`config.mk`:
```
export PLATFORM = sky130hd
export DESIGN_NAME = serdisp_chain
export DESIGN_NICKNAME = d
export VERILOG_FILES = /design/src/rtl/sdc_pkg.sv /design/src/rtl/sdc_sync.sv /design/src/rtl/sdc_shift_chain.sv /design/src/rtl/sdc_out_stage.sv /design/src/rtl/serdisp_chain.sv
export SDC_FILE = /design/constraint.sdc
export NUM_CORES = 1
export LEC_CHECK = 0
export ABC_CLOCK_PERIOD_IN_PS = 1400
export BUFFER_PORTS_ARGS = -buffer_cell sky130_fd_sc_hd__buf_2
export CORE_ASPECT_RATIO = 1.25
export CORE_MARGIN = 1.5
export CORE_UTILIZATION = 51
export DETAILED_ROUTE_END_ITERATION = 8
export PLACE_DENSITY_LB_ADDON = 0.08
export SLEW_MARGIN = 20
export SYNTH_ARGS = -nofsm -noshare
export SYNTH_HDL_FRONTEND = slang
export SYNTH_SLANG_ARGS = --single-unit
export TNS_END_PERCENT = 5
```
`constraint.sdc`:
```
create_clock -name clk -period 1.4 [get_ports clk]
set_input_delay 0.07 -clock clk [delete_from_list [all_inputs] [get_ports clk]]
set_output_delay 0.07 -clock clk [all_outputs]
set_load 0.1 [all_outputs]
```
`src/rtl/sdc_pkg.sv`:
```
package sdc_pkg;
   localparam int SDC_SEC_W_DEF   = 32;
   localparam int SDC_NUM_SEC_DEF = 3;
   localparam int SDC_SYNC_DEF    = 2;

   // number of mode bits needed to name every section count
   function automatic int sdc_mode_bits(input int n_sec);
      return (n_sec < 2) ? 1 : $clog2(n_sec);
   endfunction
endpackage

```
`src/rtl/sdc_sync.sv`:
```
module sdc_sync #(
   parameter int STAGES = 2
) (
   input  logic clk,
   input  logic rst_n,
   input  logic d,
   output logic q
);
   if (STAGES < 2) begin : g_bad_stages
      $error("sdc_sync: STAGES must be at least 2");
   end

   logic [STAGES-1:0] ff;

   always_ff @(posedge clk or negedge rst_n) begin
      if (!rst_n) ff <= '0;
      else        ff <= {ff[STAGES-2:0], d};
   end

   assign q = ff[STAGES-1];
endmodule

```
`src/rtl/sdc_shift_chain.sv`:
```
module sdc_shift_chain #(
   parameter int SEC_W   = 32,
   parameter int NUM_SEC = 3,
   localparam int TOT_W  = SEC_W * NUM_SEC
) (
   input  logic             clk,
   input  logic             rst_n,
   input  logic             shift,
   input  logic             din,
   output logic [TOT_W-1:0] sr
);
   if (SEC_W < 2) begin : g_bad_width
      $error("sdc_shift_chain: SEC_W must be at least 2");
   end

   for (genvar i = 0; i < NUM_SEC; i++) begin : g_sec
      logic [SEC_W-1:0] sec_q;
      logic             sin;

      if (i == 0) begin : g_head
         assign sin = din;
      end else begin : g_link
         assign sin = sr[i*SEC_W-1];
      end

      always_ff @(posedge clk or negedge rst_n) begin
         if (!rst_n)     sec_q <= '0;
         else if (shift) sec_q <= {sec_q[SEC_W-2:0], sin};
      end

      assign sr[i*SEC_W +: SEC_W] = sec_q;
   end
endmodule

```
`src/rtl/sdc_out_stage.sv`:
```
module sdc_out_stage #(
   parameter int SEC_W   = 32,
   parameter int NUM_SEC = 3,
   parameter int MODE_W  = 2,
   localparam int TOT_W  = SEC_W * NUM_SEC
) (
   input  logic              clk,
   input  logic              rst_n,
   input  logic [TOT_W-1:0]  sr,
   input  logic [MODE_W-1:0] mode_eff,
   input  logic              load,
   input  logic              tap_upd,
   output logic [TOT_W-1:0]  disp_q,
   output logic              so_q
);
   logic [TOT_W-1:0] masked;
   logic             tap;

   for (genvar i = 0; i < NUM_SEC; i++) begin : g_mask
      logic act;
      assign act = (int'(mode_eff) >= i);
      assign masked[i*SEC_W +: SEC_W] = act ? sr[i*SEC_W +: SEC_W] : '0;
   end

   always_comb begin
      tap = 1'b0;
      for (int i = 0; i < NUM_SEC; i++) begin
         if (int'(mode_eff) == i) tap = sr[(i+1)*SEC_W-1];
      end
   end

   always_ff @(posedge clk or negedge rst_n) begin
      if (!rst_n) begin
         disp_q <= '0;
         so_q   <= 1'b0;
      end else begin
         if (load)    disp_q <= masked;
         if (tap_upd) so_q   <= tap;
      end
   end
endmodule

```
`src/rtl/serdisp_chain.sv`:
```
module serdisp_chain
   import sdc_pkg::*;
#(
   parameter int  SEC_W       = SDC_SEC_W_DEF,
   parameter int  NUM_SEC     = SDC_NUM_SEC_DEF,
   parameter int  SYNC_STAGES = SDC_SYNC_DEF,
   localparam int TOT_W       = SEC_W * NUM_SEC,
   localparam int MODE_W      = sdc_mode_bits(NUM_SEC)
) (
   input  logic              clk,
   input  logic              rst_n,
   input  logic              ser_clk,
   input  logic              ser_data,
   input  logic              ser_en,
   input  logic [MODE_W-1:0] mode,
   output logic              ser_out,
   output logic              ser_out_oe,
   output logic [TOT_W-1:0]  disp_latch
);
   if (NUM_SEC < 2) begin : g_bad_count
      $error("serdisp_chain: NUM_SEC must be at least 2");
   end

   logic sclk_lvl, sclk_prev, en_lvl, en_prev, din_lvl;
   logic sclk_rise, sclk_fall, en_fall, shift_en;
   logic [MODE_W-1:0] mode_q, mode_eff;
   logic [TOT_W-1:0]  sr;

   sdc_sync #(.STAGES(SYNC_STAGES)) u_sync_clk (.clk(clk), .rst_n(rst_n), .d(ser_clk),  .q(sclk_lvl));
   sdc_sync #(.STAGES(SYNC_STAGES)) u_sync_en  (.clk(clk), .rst_n(rst_n), .d(ser_en),   .q(en_lvl));
   sdc_sync #(.STAGES(SYNC_STAGES)) u_sync_dat (.clk(clk), .rst_n(rst_n), .d(ser_data), .q(din_lvl));

   always_ff @(posedge clk or negedge rst_n) begin
      if (!rst_n) begin
         sclk_prev <= 1'b0;
         en_prev   <= 1'b0;
         mode_q    <= '0;
      end else begin
         sclk_prev <= sclk_lvl;
         en_prev   <= en_lvl;
         if (!en_lvl) mode_q <= mode;
      end
   end

   assign sclk_rise = sclk_lvl & ~sclk_prev;
   assign sclk_fall = ~sclk_lvl & sclk_prev;
   assign en_fall   = ~en_lvl & en_prev;
   assign shift_en  = sclk_rise & en_lvl;

   // out-of-range mode codes select the full chain
   assign mode_eff = (int'(mode_q) >= NUM_SEC) ? MODE_W'(NUM_SEC - 1) : mode_q;

   sdc_shift_chain #(.SEC_W(SEC_W), .NUM_SEC(NUM_SEC)) u_chain (
      .clk(clk), .rst_n(rst_n), .shift(shift_en), .din(din_lvl), .sr(sr)
   );

   sdc_out_stage #(.SEC_W(SEC_W), .NUM_SEC(NUM_SEC), .MODE_W(MODE_W)) u_out (
      .clk(clk), .rst_n(rst_n), .sr(sr), .mode_eff(mode_eff),
      .load(en_fall), .tap_upd(sclk_fall),
      .disp_q(disp_latch), .so_q(ser_out)
   );

   assign ser_out_oe = en_lvl;
endmodule

```
---- Word-level counts from Yosys, hierarchy flattened ----
Cells that the tools add are included.
storage, ports and cells
  flip-flop bits (word level) ............. 203
  input bits .............................. 7
  output and inout port bits .............. 98
  logic and storage cells ................. 30
cells by class
  magnitude comparators ................... 3
  multiplexer cells ....................... 6
  equal/unequal tests ..................... 2
  bitwise gates (word level) .............. 7
  reductions and logical operators ........ 1
operator list
  kind                                                                                 number
  32-bit two-way mux                                                                   2
  1-bit AND                                                                            4
  2-bit equality test, second input constant                                           2
  2-bit greater-or-equal comparator, second input constant                             2
  1-bit two-way mux                                                                    3
  1-bit NOT                                                                            3
  2-bit by 1-bit greater-or-equal comparator with 1-bit output, second input constant  1
  2-bit logical NOT                                                                    1
  2-bit two-way mux                                                                    1

---- Longest topological paths before layout ----
Gate-level depths: netlist of run 1.
  depth after elaboration ................. 6
  mapped depth ............................ 6
  gate-level depth less buffers ........... 3

---- Cells and area by module ----
A second synthesis of run 1 with hierarchy kept.
unflattened totals
  cell total of the unflattened synthesis .. 505
  area, all modules ....................... 7813.7 um^2
modules (own cells, without submodules)
  module           cells each  instances  sequential area each (um^2)  area an instance (um^2)
  sdc_shift_chain  203         1          2402.3                       3764.9
  sdc_out_stage    285         1          2427.3                       3737.3
  serdisp_chain    11          1          100.1                        161.4
  sdc_sync         2           3          50.0                         50.0

---- Least setup slack after synthesis of run 1 ----
OpenSTA, ideal clock, no wires.
  path type ............................... flip-flop to flip-flop
  start ................................... register u_sync_en.ff[1]
  end ..................................... register u_out.disp_q[28]
  arrival ................................. 1.920 ns
  setup time .............................. 0.126 ns
  setup slack ............................. -0.646 ns
  stages on the path, launching flop included .. 5
  cells stage by stage .................... dfrtp_1 nand2b_4 buf_6 buf_2 mux2_2
between the ends
  cells in the longest elaborated chain, start to end .. 2
RTL lines
  what                    line                 RTL
  start, declared         sdc_sync.sv:13       logic [STAGES-1:0] ff;
  start signal, assigned  sdc_sync.sv:17       else ff <= {ff[STAGES-2:0], d};
  1-bit NOT               serdisp_chain.sv:47  assign en_fall = ~en_lvl & en_prev;
  1-bit AND               serdisp_chain.sv:47
  end signal, assigned    sdc_out_stage.sv:37  if (load) disp_q <= masked;
  end, declared           sdc_out_stage.sv:13  output logic [TOT_W-1:0] disp_q,
Every way passes these cells.
A chain may end at the register's enable or synchronous reset.

---- Final worst setup path of run 1 ----
  start ................................... register u_sync_en.ff[1]
  end ..................................... register u_chain.g_sec[0].sec_q[16]
between the ends
  cells in the longest elaborated chain, start to end .. 1
RTL lines
  what                  line                   RTL
  1-bit AND             serdisp_chain.sv:48    assign shift_en = sclk_rise & en_lvl;
  end signal, assigned  sdc_shift_chain.sv:28  else if (shift) sec_q <= {sec_q[SEC_W-2:0], sin};
  end, declared         sdc_shift_chain.sv:17  logic [SEC_W-1:0] sec_q;
Every way passes these cells.

==> impl_metrics.ini, run 1 <==
[timing]
rsz0062_at_grt = yes
worstMarginPinSlew_ns = 0.510
period_needed_ns = 1.41
setup_slack_ns = -0.00637
clock.fmax_ghz = 0.711
setup_violations = 1
relSlewSlack_pct = 66.3
finClkSkew_ns = 0.0104
period_share_pct = 100
final_hold_viol_count = 0
whs_ns = 0.0433
drv_slew = 0
tns_ns = -0.00637

[die]
die_w_um = 112
die_h_um = 140
io_pins = 105
die-area_um2 = 15700
initial_core_util_pct = 52.6
core_area_um2 = 14500
row_count = 49

[global_routing]
grt_overflow_total = 0
grtUsageTotal_pct = 17.4
grt_pass1_wl_mm = 22.5
grt_max_degree = 59
grt_pass1_vias = 4493
grt_antenna_before_repair = 0

[cells_and_area]
layout_common_cells = 202 x dfrtp_1, 97 x buf_2, 78 x mux2_2
layout_commonest_cell = dfrtp_1
final_area_um2 = 9480
drive_above_1_share_pct = 46.1
syn2layout_area_growth_pct = 24.2
fin_util_pct = 65.3
nNetsFinal = 635
diodes = 0

[power_and_ir_drop]
p_per_area_nw_per_um2 = 1430
ir_worst_vdd_mv = 1.25
p_leak_nw = 5.07

[synth]
seq_area_frac_synth_pct = 66.5
syn_nets = 508
syn_inst = 501
yosys_warnings = 0
avgSynthCellArea_um2 = 15.2
ys_types = 19
ys_ff_latch = 203
netlist_area_um2 = 7640

[placement]
dp_hpwl_mm = 8.49
dpl_cell_area_um2 = 8550
port_buffers = 104
gp_congestion = 0.702

[run]
cap_violations = 0

[cts]
cts_buffer_depth = 3
clkTransAtPathRegs_ns = 0.06
cts_root_buffer = clkbuf_16
cts_tree = built
h-tree-depth = 1
clk-insertion-delay-late_ns = 0.49
numCtsBuffers = 20
cts_sinks = 203

[setup_path]
crit_top_cell = buf_12
critPathMaxStageDelay_ns = 0.50
worstSetupStartpointType = flip-flop
r2r-end = u_chain.g_sec[0].sec_q[16]
endpoint_kind = flip-flop
crit-reg2reg-launch = u_sync_en.ff[1]
ff2ff_path_depth = 4
crit_chain = nand3b_4 -> buf_12 -> buf_12 -> mux2_2
slowest_stage = dfrtp_4
arrival_ns = 1.77
worst-r2r-setup-slack_ns = -0.006
critPathTopFamily = flip-flops
critPathMaxFanout = 15
crit_buf_inv = 2
cp.required_ns = 1.77
worstSetupPathType = reg -> reg

[status]
violations = DRC, setup timing
outcome = complete, but fails checks

[route]
first_iter_violations = 205
first_pass_iters = 6
via_per_inst = 5.22
wire_per_inst_um = 16.5
vias = 4279
route.detailed.drc = 5
postRouteAntennaNets = 0
wl_mm = 13.5

[hold_path]
hp-class = in -> async
-- repair_timing --
| item | 4_1_cts | 5_1_grt |
|---|---|---|
| gates cloned | 0 | 3 |
| endpoints found under the setup margin | 3 | 55 |
| setup buffers | 0 | 5 |
| gates resized for setup | 4 | 7 |
| hold buffers | 6 | 0 |
| hold endpoints to repair | 208 | 0 |
-- synthesized netlist by cell type --
cell      number  area, um^2
dfrtp_1      203        5080
mux2_2        90        1010
nand2_1       65         244
mux2_4        40         601
a22o_1        32         280
o21ai_0       29         145
buf_2         12        60.1
clkbuf_1       8        30.0
buf_6          6        67.6
buf_4          5        37.5
o21ai_1        3        15.0
mux2i_1        1        10.0
nand2b_1       1        6.26
nand2b_4       1        13.8
nand3b_2       1        11.3
nor2_1         1        3.75
nor2_2         1        6.26
o211ai_1       1        7.51
or3_1          1        6.26
-- cell type report --
class / instances / area [um^2]
clock buffers: 30 / 609
clock inverters: 6 / 105
fillers: 1061 / 5050
multi-input cells: 267 / 2420
flip-flops and latches: 203 / 5080
well taps: 178 / 223
repair buffers: 136 / 1050
-- per-stage QoR --
stage          total power [mW]  instances  setup slack [ns]
2_1_floorplan              7.57        501            -0.144
3_3_place_gp               7.96        770            0.0542
3_5_place_dp               7.99        770            0.0192
4_1_cts                    13.8        812           0.00125
5_1_grt                    14.1        820           -0.0253
6_report                   13.6        820          -0.00637
-- layer usage --
metal / track usage (%) / vias up / wire (um)
li1: - / 1993 / -
met1: 23.4 / 2175 / 6070
met2: 28.9 / 87 / 6640
met3: 3.35 / 24 / 558
met4: 5.40 / 0 / 283
met5: 0 / - / 0
-- cells by family (layout without fill, tap and decap cells) --
logic type	count (synthesis)	after routing	synth area share (%)
multiplexers	131	131	21.3
buffers and inverters	31	172	2.56
AO/OA/AOI/OAI	65	65	5.86
flip-flops	203	203	66.5
AND/OR/NAND/NOR	71	71	3.82
-- sequential cells by signal (all words and copies together) (netlist names), 2 cells and up --
| signal | cells |
|---|---|
| u_out.disp_q | 96 |
| u_sync_clk.ff | 2 |
| u_sync_en.ff | 2 |
| u_chain.g_sec.sec_q | 96 |
| u_sync_dat.ff | 2 |
| mode_q | 2 |
-- how the worst max path moves through the flow --
stage | endpoint | cells past startpoint | slack (ns) | from
after floorplan | u_chain.g_sec[0].sec_q[22] | 4 | -0.14 | u_sync_en.ff[1]
after global placement | u_chain.g_sec[0].sec_q[8] | 3 | 0.05 | u_sync_en.ff[1]
after detailed placement | u_chain.g_sec[0].sec_q[7] | 3 | 0.02 | u_sync_en.ff[1]
after CTS | u_chain.g_sec[2].sec_q[5] | 3 | 0.001 | u_sync_en.ff[1]
after global routing | u_chain.g_sec[0].sec_q[17] | 4 | -0.03 | u_sync_en.ff[1]
final | u_chain.g_sec[0].sec_q[16] | 4 | -0.006 | u_sync_en.ff[1]
-- power by group --
group / switching, mW / internal [mW] / total (mW)
combinational: 1.23 / 0.440 / 1.67
clock: 2.12 / 3.56 / 5.68
sequential: 0.148 / 6.11 / 6.25
Power figures use the tool's default switching activity.
==> run 2, diff against run 1 <==
--- a/config.mk
+++ b/config.mk
@@ -7,7 +7,7 @@
 export LEC_CHECK = 0
 export ABC_CLOCK_PERIOD_IN_PS = 1400
 export BUFFER_PORTS_ARGS = -buffer_cell sky130_fd_sc_hd__buf_2
-export CORE_ASPECT_RATIO = 1.25
+export CORE_ASPECT_RATIO = 0.9
 export CORE_MARGIN = 1.5
 export CORE_UTILIZATION = 51
 export DETAILED_ROUTE_END_ITERATION = 8
==> run 2 against run 1 <==
Net effect: the run now ends clean; wire length hardly changed; cell count is 2.2% higher; power is 2.7% lower; sequential cell count stayed put; design area is 0.61% lower.
==> impl_metrics.ini, run 2 (synthesis gave the netlist of run 1 again) <==
[setup_path]
critPathMaxFanout = 40
endpoint_kind = flip-flop
worstSetupPathType = reg -> reg
critPathLaunch = u_sync_en.ff[1]
arrival_ns = 1.76
crit-reg2reg-launch = u_sync_en.ff[1]
worstSetupStartpointType = flip-flop
cp.required_ns = 1.76

[global_routing]
grt_pass1_wl_mm = 22.9
grtUsageTotal_pct = 17.8
grt_antenna_before_repair = 0
grt_overflow_total = 0
grt_max_degree = 57
grt_pass1_vias = 4534

[cts]
h-tree-depth = 1
cts_root_buffer = clkbuf_16
clkTransAtPathRegs_ns = 0.06
cts_sinks = 203
cts_buffer_depth = 3
numCtsBuffers = 22
cts_tree = built
clk-insertion-delay-late_ns = 0.48

[timing]
final_hold_viol_count = 0
setup_violations = 0
finClkSkew_ns = 0.00891
setup_slack_ns = 0.00380
period_needed_ns = 1.40
relSlewSlack_pct = 63.7
rsz0062_at_grt = yes
whs_ns = 0.162
worstMarginPinSlew_ns = 0.544
drv_slew = 0
period_share_pct = 99.7
clock.fmax_ghz = 0.716

[run]
cap_violations = 0

[die]
die-area_um2 = 15700
die_w_um = 132
row_count = 42
core_area_um2 = 14700
initial_core_util_pct = 52.1
io_pins = 105
die_h_um = 119

[power_and_ir_drop]
ir_worst_vdd_mv = 1.10
p_leak_nw = 5.03
p_per_area_nw_per_um2 = 1400
finalPower_mw = 13.2

[cells_and_area]
layout_common_cells = 202 x dfrtp_1, 98 x buf_2, 70 x mux2_2
diodes = 0
nNetsFinal = 633
drive_above_1_share_pct = 45.3
syn2layout_area_growth_pct = 23.4
largestRegisters = u_chain.g_sec.sec_q: 96 flops, u_out.disp_q: 96 flops
layout_commonest_cell = dfrtp_1

[route]
wl_mm = 13.6
wire_per_inst_um = 16.2
vias = 4274
route.detailed.drc = 0
first_pass_iters = 3
first_iter_violations = 155
via_per_inst = 5.10
postRouteAntennaNets = 0

[placement]
dp_slack_ns = 0.00439
port_buffers = 104
dp_hpwl_mm = 8.60
gp_congestion = 0.755

[hold_path]
hp-class = in -> async

[status]
outcome = completed
-- run 2: path summary, 6_finish.rpt --
check / endpoint / slack (ns) / depth (start not counted)
setup / recovery: u_chain.g_sec[0].sec_q[9] / 0.004 / 3
hold / removal: u_out.disp_q[49] / 0.16 / 2
setup reg to reg: u_chain.g_sec[0].sec_q[9] / 0.004 / 3
hold reg to reg: u_sync_en.ff[1] / 0.35 / 0
max in group asynchronous: u_sync_en.ff[1] / 0.68 / 3
min in group clk: u_sync_dat.ff[0] / 0.24 / 2
-- run 2: worst max-delay path, stage by stage, from the launching register on --
cell and delay (ns):
dfrtp_4 0.51, nand3b_4 0.14, buf_12 0.25, mux2_2 0.37
-- run 2: where the power goes --
group	leakage, nW	internal [mW]	switching [mW]
combinational	1.91	0.429	1.23
clock	0.333	3.21	2.12
sequential	2.79	6.11	0.146
total	5.03	9.75	3.49
-- run 2: stage by stage --
step                      cells  util, %  setup TNS [ns]  instance area (um^2)
after floorplan             501        -          -19.36                  7690
after global placement      791     58.6               0                  8600
after detailed placement    791     58.6               0                  8600
after CTS                   835     63.7         -0.0114                  9340
after global routing        838     64.3           -1.45                  9430
final                       838     64.3               0                  9430
-- run 2: layer usage --
layer  global-route usage [%]  part of all wire (%)  up-vias
met5                        0                     0        -
li1                         -                     -     2000
met4                     4.93                   1.5        0
met2                     27.9                    46       79
met3                     3.28                   3.8       17
met1                     25.9                    48     2178
-- run 2: timing repair --
item	4_1_cts	5_1_grt
endpoints found under the setup margin	3	68
cloned	0	1
resized for setup	2	14
hold buffers	6	0
hold endpoints to repair	200	0
buffers inserted	0	2
-- run 2: layout make-up --
type,instances,area [um^2]
clock buffers,35,661
clock inverters,3,15.0
fillers,1126,5240
multi-input cells,267,2450
flip-flops and latches,203,5080
well taps,198,248
repair buffers,132,972
==> run 3, diff against run 2 <==
--- a/config.mk
+++ b/config.mk
@@ -11,8 +11,9 @@
 export CORE_MARGIN = 1.5
 export CORE_UTILIZATION = 51
 export DETAILED_ROUTE_END_ITERATION = 8
+export GPL_ROUTABILITY_DRIVEN = 0
 export PLACE_DENSITY_LB_ADDON = 0.08
-export SLEW_MARGIN = 20
+export REMOVE_ABC_BUFFERS = 1
 export SYNTH_ARGS = -nofsm -noshare
 export SYNTH_HDL_FRONTEND = slang
 export SYNTH_SLANG_ARGS = --single-unit
==> run 3 against run 2 <==
Net effect: cell count increased by 0.36%; worst setup slack gained 0.041 ns; via count is 1.2% higher; combinational power about the same; non-clock buffer count rose by 2; count of clock-buffer cells in the layout decreased by 7; register-to-register slack improved by 0.07 ns; sequential share of layout area grew 0.17 points; global-route usage increased by 0.068 points; utilization fell by 0.24 points.
==> impl_metrics.ini, run 3 (synthesis gave the netlist of run 1 again) <==
[global_routing]
grt_pass1_vias = 4457
grtUsageTotal_pct = 17.9
grt_max_degree = 47
grt_antenna_before_repair = 0
grt_pass1_wl_mm = 23.0
grt_overflow_total = 0

[setup_path]
ff2ff_path_depth = 3
endpoint_kind = output pin
r2r-end = u_chain.g_sec[0].sec_q[2]
crit-reg2reg-launch = u_sync_en.ff[1]
crit_buf_inv = 1
arrival_ns = 1.29
worstSetupPathType = reg -> out
worst-r2r-setup-slack_ns = 0.07
cp.required_ns = 1.33
crit_chain = buf_2
critPathMaxFanout = 2
critPathMaxStageDelay_ns = 0.43
critPathTopFamily = buffers and inverters
slowest_stage = buf_2
worstSetupStartpointType = flip-flop

[placement]
dp_hpwl_mm = 8.76
dpl_cell_area_um2 = 8580
port_buffers = 104
dp_slack_ns = 0.0231

[timing]
setup_violations = 0
final_hold_viol_count = 0
clock.fmax_ghz = 0.738
period_needed_ns = 1.36
period_share_pct = 96.8
relSlewSlack_pct = 66.1
finClkSkew_ns = 0.0160
drv_slew = 0
rsz0062_at_grt = no
setup_slack_ns = 0.0449
worstMarginPinSlew_ns = 0.512

[route]
vias = 4325
first_pass_iters = 4
postRouteAntennaNets = 0
first_iter_violations = 208
route.detailed.drc = 0
wl_mm = 13.6
wire_per_inst_um = 16.2
via_per_inst = 5.14

[status]
outcome = completed

[cts]
cts_buffer_depth = 3
cts_setup_buffers = 0
h-tree-depth = 1
cts_root_buffer = clkbuf_16
numCtsBuffers = 21
cts_sinks = 203
cts_tree = built
clk-insertion-delay-late_ns = 0.49
clkTransAtPathRegs_ns = 0.06

[cells_and_area]
layout_common_cells = 202 x dfrtp_1, 90 x mux2_2, 87 x buf_2
multiInputGateArea_um2 = 2380
syn2layout_area_growth_pct = 22.9
drive_above_1_share_pct = 46.5
fin_util_pct = 64.1
seq_area_um2 = 5080
largestRegisters = u_chain.g_sec.sec_q: 96 flops, u_out.disp_q: 96 flops
final_area_um2 = 9390
fill_cells = 1108
diodes = 0
nNetsFinal = 635
layout_commonest_cell = dfrtp_1

[power_and_ir_drop]
ir_worst_vdd_mv = 1.41
p_leak_nw = 4.97
p_per_area_nw_per_um2 = 1420

[die]
die-area_um2 = 15700
initial_core_util_pct = 52.1
io_pins = 105
die_h_um = 119
row_count = 42
die_w_um = 132
core_area_um2 = 14700

[run]
cap_violations = 0

[hold_path]
hp-class = in -> async
run 3: cell count changes in the layout (fill, tap and decap cells not counted), moves of 2 or more:
cell | previous run | this run
clkinv_2 | 3 | 5
buf_2 | 98 | 87
mux2_4 | 60 | 40
clkbuf_1 | 8 | 2
clkbuf_16 | 24 | 21
inv_6 | 0 | 2
clkbuf_4 | 4 | 13
buf_4 | 7 | 12
clkinvlp_4 | 0 | 2
mux2_2 | 70 | 90
run 3: metrics by stage:
step	TNS (ns)	std cells	total power [mW]	hold WS [ns]
floorplan	-323.42	470	7.52	-0.226
global route	0	841	13.8	0.130
detailed placement	0	796	8.00	0.0495
finish	0	841	13.3	0.104
CTS	0	840	13.5	0.107
global placement	0	796	7.97	0.0500
run 3: layout make-up:
class,count,area share [%]
clock buffers,28,6.41
well taps,198,2.64
multi-input cells,268,25.4
clock inverters,10,0.933
repair buffers,134,10.6
flip-flops and latches,203,54.1
run 3: where the power goes:
part	leakage [nW]	internal (mW)	switching (mW)
sequential	2.79	6.11	0.149
clock	0.340	3.22	2.21
combinational	1.84	0.418	1.23
run 3: timing repair:
item / CTS / global route
hold buffers: 6 / 0
cloned: 0 / 1
hold endpoints to repair: 208 / 0
gates resized for setup: 5 / 15
endpoints found under the setup margin: 4 / 41
run 3: how the worst max path moves through the flow:
stage	startpoint	to	slack, ns	depth (start not counted)
after floorplan	u_sync_en.ff[1]	u_chain.g_sec[0].sec_q[0]	-2.31	2
after global placement	u_sync_en.ff[1]	u_out.disp_q[0]	0.06	3
after detailed placement	u_sync_en.ff[1]	u_out.disp_q[9]	0.02	3
after CTS	u_out.disp_q[37]	disp_latch[37]	0.0009	1
after global routing	u_out.disp_q[7]	disp_latch[7]	0.001	1
final	u_out.disp_q[41]	disp_latch[41]	0.04	1
run 3: layer usage:
metal / GRT usage (%) / share of wire (%)
met5: 0 / 0
met4: 4.58 / 1.4
met3: 2.98 / 4.2
met2: 27.7 / 46
met1: 26.6 / 48
